==> config.mk <==
export PLATFORM = sky130hd
export DESIGN_NAME = dcr_regbank
export DESIGN_NICKNAME = d
export VERILOG_FILES = /design/src/rtl/dcr_pkg.sv /design/src/rtl/dcr_decode.sv /design/src/rtl/dcr_field_update.sv /design/src/rtl/dcr_regbank.sv
export SDC_FILE = /design/constraint.sdc
export NUM_CORES = 1
export LEC_CHECK = 0
export BUFFER_PORTS_ARGS = -buffer_cell sky130_fd_sc_hd__buf_2
export CORE_ASPECT_RATIO = 2
export CORE_MARGIN = 3
export CORE_UTILIZATION = 46
export CTS_CLUSTER_SIZE = 12
export DETAILED_ROUTE_END_ITERATION = 7
export PLACE_DENSITY = 0.68
export SLEW_MARGIN = 15
export SYNTH_ARGS = -nofsm -noshare
export SYNTH_HDL_FRONTEND = slang
export SYNTH_HIERARCHICAL = 1
export SYNTH_SLANG_ARGS = --single-unit
==> constraint.sdc <==
create_clock -name clk -period 1.55 [get_ports clk]
set_input_delay 0.0775 -clock clk [delete_from_list [all_inputs] [get_ports clk]]
set_output_delay 0.0775 -clock clk [all_outputs]
set_load 0.005 [all_outputs]
==> src/rtl/dcr_pkg.sv <==
package dcr_pkg;
    localparam int DW         = 32;
    localparam int NUM_REGS   = 5;
    localparam int STRIDE_LSB = 4;

    localparam int REG_CTRL = 0;
    localparam int REG_AUX  = 1;
    localparam int REG_XFER = 2;
    localparam int REG_CUR  = 3;
    localparam int REG_NXT  = 4;

    localparam int CTRL_SRST_BIT = 31;
    localparam int CTRL_GATE_BIT = 30;
    localparam int CTRL_SCAN_BIT = 17;
    localparam int CTRL_RUN_BIT  = 0;
    localparam int AUX_FLUSH_BIT = 21;
    localparam int AUX_LANE_LSB  = 16;
    localparam int LANE_W        = 4;
    localparam int HALF_W        = DW / 2;

    typedef logic [DW-1:0] word_t;

    typedef enum logic [1:0] {
        OP_PLAIN = 2'd0,
        OP_SET   = 2'd1,
        OP_CLR   = 2'd2,
        OP_NONE  = 2'd3
    } op_e;

    typedef struct packed {
        word_t [NUM_REGS-1:0] r;
    } bank_t;

    function automatic word_t wmask(input int idx);
        word_t m;
        m = '0;
        case (idx)
            REG_CTRL: begin
                m[CTRL_SRST_BIT] = 1'b1;
                m[CTRL_GATE_BIT] = 1'b1;
                m[CTRL_SCAN_BIT] = 1'b1;
                m[CTRL_RUN_BIT]  = 1'b1;
            end
            REG_AUX: begin
                m[AUX_FLUSH_BIT] = 1'b1;
                m[AUX_LANE_LSB +: LANE_W] = '1;
            end
            REG_XFER: m = '1;
            REG_NXT:  m = '1;
            default:  m = '0;
        endcase
        return m;
    endfunction
endpackage

==> src/rtl/dcr_decode.sv <==
module dcr_decode
    import dcr_pkg::*;
#(
    parameter int ADDR_W = 8
) (
    input  logic [ADDR_W-1:0]   addr_i,
    output logic [NUM_REGS-1:0] sel_o,
    output op_e                 op_o
);
    localparam int IDX_W = ADDR_W - STRIDE_LSB;

    logic [IDX_W-1:0] idx;
    logic [1:0]       alias_f;
    logic             mapped;

    assign idx     = addr_i[ADDR_W-1:STRIDE_LSB];
    assign alias_f = addr_i[STRIDE_LSB-1:2];
    assign mapped  = (idx < IDX_W'(NUM_REGS)) && (alias_f != 2'd3);
    assign op_o    = op_e'(alias_f);

    for (genvar i = 0; i < NUM_REGS; i++) begin : g_sel
        assign sel_o[i] = mapped && (idx == IDX_W'(i));
    end
endmodule

==> src/rtl/dcr_field_update.sv <==
module dcr_field_update
    import dcr_pkg::*;
#(
    parameter word_t MASK = '0
) (
    input  word_t cur_i,
    input  word_t wdata_i,
    input  op_e   op_i,
    input  logic  en_i,
    output word_t nxt_o
);
    word_t wm;

    assign wm = wdata_i & MASK;

    always_comb begin
        nxt_o = cur_i;
        if (en_i) begin
            case (op_i)
                OP_PLAIN: nxt_o = (cur_i & ~MASK) | wm;
                OP_SET:   nxt_o = cur_i | wm;
                OP_CLR:   nxt_o = cur_i & ~wm;
                default:  nxt_o = cur_i;
            endcase
        end
    end
endmodule

==> src/rtl/dcr_regbank.sv <==
module dcr_regbank
    import dcr_pkg::*;
#(
    parameter int ADDR_W = 8
) (
    input  logic              clk,
    input  logic              rst_n,
    input  logic [ADDR_W-1:0] bus_addr,
    input  logic              bus_we,
    input  logic [31:0]       bus_wdata,
    output logic [31:0]       bus_rdata,
    input  logic              frame_start,
    input  logic              fifo_empty,
    output logic              soft_reset,
    output logic              clk_gate,
    output logic              scan_mode,
    output logic              run,
    output logic              fifo_flush,
    output logic [3:0]        lane_mask,
    output logic [15:0]       line_count,
    output logic [15:0]       line_pixels,
    output logic [31:0]       cur_base
);
    bank_t                bank_d, bank_q;
    logic [NUM_REGS-1:0]  sel;
    op_e                  op;
    word_t [NUM_REGS-1:0] sw_next;
    word_t                nxt_base_q;

    dcr_decode #(.ADDR_W(ADDR_W)) u_decode (
        .addr_i (bus_addr),
        .sel_o  (sel),
        .op_o   (op)
    );

    for (genvar i = 0; i < NUM_REGS; i++) begin : g_reg
        dcr_field_update #(.MASK(wmask(i))) u_upd (
            .cur_i   (bank_q.r[i]),
            .wdata_i (bus_wdata),
            .op_i    (op),
            .en_i    (bus_we && sel[i]),
            .nxt_o   (sw_next[i])
        );
    end

    // Next-state: bus update, then drain, frame load, soft reset (highest)
    always_comb begin
        bank_d.r = sw_next;
        if (bank_q.r[REG_CTRL][CTRL_RUN_BIT] && !bank_q.r[REG_CTRL][CTRL_SCAN_BIT]
            && fifo_empty) begin
            bank_d.r[REG_CTRL][CTRL_RUN_BIT] = 1'b0;
        end
        if (frame_start) begin
            bank_d.r[REG_CUR] = bank_q.r[REG_NXT];
        end
        if (bank_d.r[REG_CTRL][CTRL_SRST_BIT]) begin
            bank_d.r = '0;
            bank_d.r[REG_CTRL][CTRL_SRST_BIT] = 1'b1;
        end
    end

    always_ff @(posedge clk or negedge rst_n) begin
        if (!rst_n) begin
            bank_q <= '0;
        end else begin
            bank_q <= bank_d;
        end
    end

    always_comb begin
        bus_rdata = '0;
        for (int i = 0; i < NUM_REGS; i++) begin
            if (sel[i]) begin
                bus_rdata = bus_rdata | bank_q.r[i];
            end
        end
    end

    assign soft_reset  = bank_q.r[REG_CTRL][CTRL_SRST_BIT];
    assign clk_gate    = bank_q.r[REG_CTRL][CTRL_GATE_BIT];
    assign scan_mode   = bank_q.r[REG_CTRL][CTRL_SCAN_BIT];
    assign run         = bank_q.r[REG_CTRL][CTRL_RUN_BIT];
    assign fifo_flush  = bank_q.r[REG_AUX][AUX_FLUSH_BIT];
    assign lane_mask   = bank_q.r[REG_AUX][AUX_LANE_LSB +: LANE_W];
    assign line_count  = bank_q.r[REG_XFER][DW-1:HALF_W];
    assign line_pixels = bank_q.r[REG_XFER][HALF_W-1:0];
    assign cur_base    = bank_q.r[REG_CUR];
    assign nxt_base_q  = bank_q.r[REG_NXT];
endmodule

== Word level (Yosys, flattened, before mapping) ==
Index checks and enable logic that the tools add are counted.

* Order comparisons: 1
* Eq/ne operators: 7
* Muxes and demuxes: 16
* Bitwise logic cells: 17
* Reduce and logical (&&, ||, !) cells: 28

{| class="wikitable"
|+ Operators by type and width
! kind !! number
|-
| 32-bit case mux with 3 select lines || 4
|-
| 32-bit 2-to-1 mux || 10
|-
| 32-bit OR || 7
|-
| 160-bit 2-to-1 mux || 1
|-
| 32-bit AND || 4
|-
| 32-bit inverter || 2
|-
| 32-bit by 22-bit OR with 32-bit output || 2
|-
| 22-bit inverter with 32-bit output || 1
|-
| 30-bit by 32-bit OR with 32-bit output || 1
|-
| 1-bit logical AND || 12
|-
| 2-bit AND reduction || 5
|-
| 2-bit nonzero test || 5
|-
| 4-bit by 2-bit equality test with 1-bit output (second input constant) || 2
|-
| 5-bit nonzero test || 1
|-
| 4-bit by 1-bit equality test with 1-bit output (second input constant) || 1
|-
| 4-bit by 3-bit equality test with 1-bit output (second input constant) || 1
|-
| 4-bit logical NOT || 1
|-
| 4-bit by 3-bit less-than comparator with 1-bit output (second input constant) || 1
|-
| 4-bit nonzero test || 1
|-
| 3-bit nonzero test || 1
|-
| 2-bit by 1-bit equality test with 1-bit output (second input constant) || 1
|-
| 2-bit equality test (second input constant) || 1
|-
| 2-bit logical NOT || 1
|-
| 2-bit != test (second input constant) || 1
|-
| other kinds (2) || 2
|}

* Register bits: 160
* Bits of input ports: 45
* Output and inout bits: 105

== Longest topological paths before layout ==
* Depth after elaboration: 12
* Depth in mapped cells: 11

== Hierarchy ==
The synthesis kept the hierarchy.

{| class="wikitable"
|+ By module, submodules not included
! module !! instances !! cells each !! area each (µm²)
|-
| dcr_regbank || 1 || 563 || 6725.2
|-
| dcr_field_update at g_reg[2].u_upd ... || 2 || 77 || 546.8
|-
| dcr_field_update at g_reg[3].u_upd || 1 || 32 || 240.2
|-
| dcr_field_update at g_reg[1].u_upd || 1 || 40 || 196.4
|-
| dcr_field_update at g_reg[0].u_upd || 1 || 39 || 186.4
|-
| dcr_decode || 1 || 10 || 66.3
|}

== Worst setup path after synthesis ==
OpenSTA, ideal clock, no wires.

* Kind: input-to-reg
* Start: input port bus_addr[2]
* End: register bank_q (netlist bit cur_base[22])
* Library setup time: 0.121 ns
* Arrival: 1.912 ns
* Setup slack: -0.483 ns
* Stages on the path: 10
* Cells stage by stage: a211o_1 > nor3_1 > clkbuf_1 > buf_2 > and2_1 > nor2b_2 > a22o_1 > clkbuf_2 > buf_2 > nor2_1

{| class="wikitable"
|+ RTL lines
! what !! line !! source
|-
| from (decl) || dcr_regbank.sv:8 || <nowiki>input logic [ADDR_W-1:0] bus_addr,</nowiki>
|-
| to (signal assigned) || dcr_regbank.sv:66 || <nowiki>bank_q <= bank_d;</nowiki>
|-
| to (decl) || dcr_regbank.sv:24 || <nowiki>bank_t bank_d, bank_q;</nowiki>
|}

== Worst setup path in the final report ==
* Start: input port bus_addr[7]
* End: output port bus_rdata[24]

* Elaborated cells between the ends (all ways): 21
* Classes of those cells: order compare (1); eq/ne (4); mux (5); bitwise (4); reduce/logical (7)

{| class="wikitable"
|+ RTL lines
! what !! line !! source
|-
| 4-bit by 3-bit less-than comparator with 1-bit output || dcr_decode.sv:18 || <nowiki>assign mapped = (idx < IDX_W'(NUM_REGS)) && (alias_f != 2'd3);</nowiki>
|-
| 1-bit logical AND || dcr_decode.sv:18 ||
|-
| 1-bit logical AND (*) || dcr_decode.sv:22 || <nowiki>assign sel_o[i] = mapped && (idx == IDX_W'(i));</nowiki>
|-
| named net sel[4] || dcr_regbank.sv:25 || <nowiki>logic [NUM_REGS-1:0] sel;</nowiki>
|-
| 32-bit 2-to-1 mux (*) || dcr_regbank.sv:73 || <nowiki>if (sel[i]) begin</nowiki>
|-
| to (decl) || dcr_regbank.sv:11 || <nowiki>output logic [31:0] bus_rdata,</nowiki>
|}

Mark *: on every way through the listed nets, which the timed path passes. The rest lies on a longest branch.

==> out/results.tsv <==
metric	value	unit
status	complete, but fails checks	
failing checks	DRC, setup timing	
nets	910	
die width	102	µm
Worst Path Arrival	1.61	ns
share of cells above drive strength 1	37.5	%
global-route wire length before repair	34800	µm
Syn-to-layout area delta	20.2	%
CTS tree	built	
clock tree buffer depth	2	
cell count after synthesis	837	
Root Driver	clkbuf_16	
CP Launch Type	input port	
Initial DRC Count	543	
n_diodes	0	
HPWL Detailed	14300	µm
post-layout util	56.9	%
largest stage delay on the critical path	0.57	ns
via count	6432	
Final period util	109	%
area of the core	18000	µm²
routed wire length per instance	23.4	µm
final-layout fill cell count	1536	
FMAX	591	MHz
minimum clock period	1.69	ns
reg2reg path depth	3	
Critical Path Most Common Cell	buf_6	
Slowest-stage cell, CP	or4b_4	
Die Span Y	198	µm
H-Tree Depth	4	
# port buffers	147	
Max-cap violations	0	
YS warnings	6	
setup ws final	-0.142	ns
cts bufs inserted	17	
die area	20200	µm²
drt total wl	25500	µm
CP Capture Type	output pin	
Peak VDD IR	0.689	mV
vias in the first global route	6054	
fin area	10200	µm²
initial core utilization	47.3	%
RSZ-0062 raised after global routing	yes	
Residual DRC	1	
Clock Latency Late Sink	0.43	ns
Reg power frac	45.3	%
initial antenna violation count	1	
Internal	6980	µW
cell count of the worst hold path	3	
syn_area_per_cell	10.2	µm²
Buf/Inv on CP	5	
Final setup viols	106	
Pwr Density	951	nW/µm²
cell area after placement	8640	µm²
WP depth	9	
# rows	69	
CP cell instances	buf_6 > or4b_4 > a21oi_4 > buf_6 > buf_12 > buf_16 > a222oi_1 > nand2_1 > buf_2	
Overflow after GRT	0	
leakage	0.00511	µW
global placement routability congestion	0.782	
Crit path max-delay family	simple AND/OR/NAND/NOR gates	
CP required	1.47	ns
Clock Skews	0.00808	ns
switching pwr	2730	µW
total track usage	22.8	%
Gate power share	13.3	%
relative slew slack	64.3	%
Post-DRT Antenna Nets	0	
Vias/cell	5.90	
clock transition at the registers of the reported paths	0.06	ns
setup TNS	-8.46	ns
Worst Tran Pin Value	0.535	ns
Clock power frac	41.3	%
Sequential Area	4000	µm²
Overall Power	9720	µW
boundary pin count	150	
commonest non-fill, non-tap cell in the layout	dfrtp_1	
Clock Sinks	160	
footprint of the multi-input gates	3460	µm²
Slew Viols, Final	0	
synthesized area	8500	µm²
commonest non-fill, non-tap cells in the layout	160 x dfrtp_1, 145 x buf_2, 109 x nor2b_1	
worst hold slack	0.0428	ns
Net Count, Synth	882	
worst min-delay path class	input port to register	
final number of hold-violating endpoints	0	
largest net degree at the start of global routing	53	
detailed-router iteration count before antenna repair	8	
worst-path maximum fanout	8	
switching share of power	28.1	%
CP Class	input port to output pin	
## sequential cells by signal, summed over array words and instances (netlist names)
name         count
scan_mode        1
line_pixels     16
lane_mask        4
cur_base        32
fifo_flush       1
nxt_base_q      32
bank_q          55
line_count      16
clk_gate         1
soft_reset       1
run              1
## per-layer routing
layer | global-route usage, % | part of all wire (%) | up-vias
met5 | 0 | 0.027 | -
met4 | 8.66 | 3.1 | 2
met3 | 4.09 | 6.1 | 47
met2 | 39.3 | 53 | 270
met1 | 28.1 | 38 | 3262
li1 | - | - | 2851
## metrics by stage
stage / std cells / setup slack, ns
floorplan: 837 / -0.348
global placement: 1020 / -0.442
detailed placement: 1020 / -0.461
CTS: 1064 / -0.104
global route: 1091 / -0.189
finish: 1091 / -0.142
## final timing paths
check,start,endpoint,slack (ns)
worst max-delay path,bus_addr[7],bus_rdata[24],-0.14
worst min-delay path,bus_wdata[26],nxt_base_q[26],0.04
worst max register to register,soft_reset,bank_q[13],0.33
worst min register to register,bank_q[38],bank_q[38],0.50
max in group asynchronous,rst_n,bank_q[42],0.77
min in group asynchronous,rst_n,line_count[4],0.18
## area by class of cell
| type | instances | share of cell area, % |
|---|---|---|
| repair buffers | 226 | 18.7 |
| flip-flops and latches | 160 | 39.2 |
| well taps | 213 | 2.61 |
| inverters | 6 | 0.220 |
| clock inverters | 13 | 1.02 |
| multi-input cells | 454 | 33.8 |
| clock buffers | 19 | 4.43 |
## tightest hold or removal path, cell delays in order
cell and delay (ns):
buf_2 0.12, a22o_1 0.12, nor2b_1 0.11
## power groups by stage
stage	registers, µW	clock network [µW]	logic (µW)
after detailed placement	4470	0	1010
after global placement	4470	0	994
after floorplan	4440	0	757
final	4410	4020	1290
after global routing	4420	4250	1390
after CTS	4400	4060	1050
## timing repair
action / 4_1_cts / 5_1_grt
endpoints found under the setup margin: 36 / 150
buffers inserted: 6 / 13
endpoints found under the hold margin: 50 / 0
cloned: 4 / 16
pin swaps: 17 / 38
hold buffers: 2 / 0
resized for setup: 23 / 120
Power figures use the tool's default switching activity.
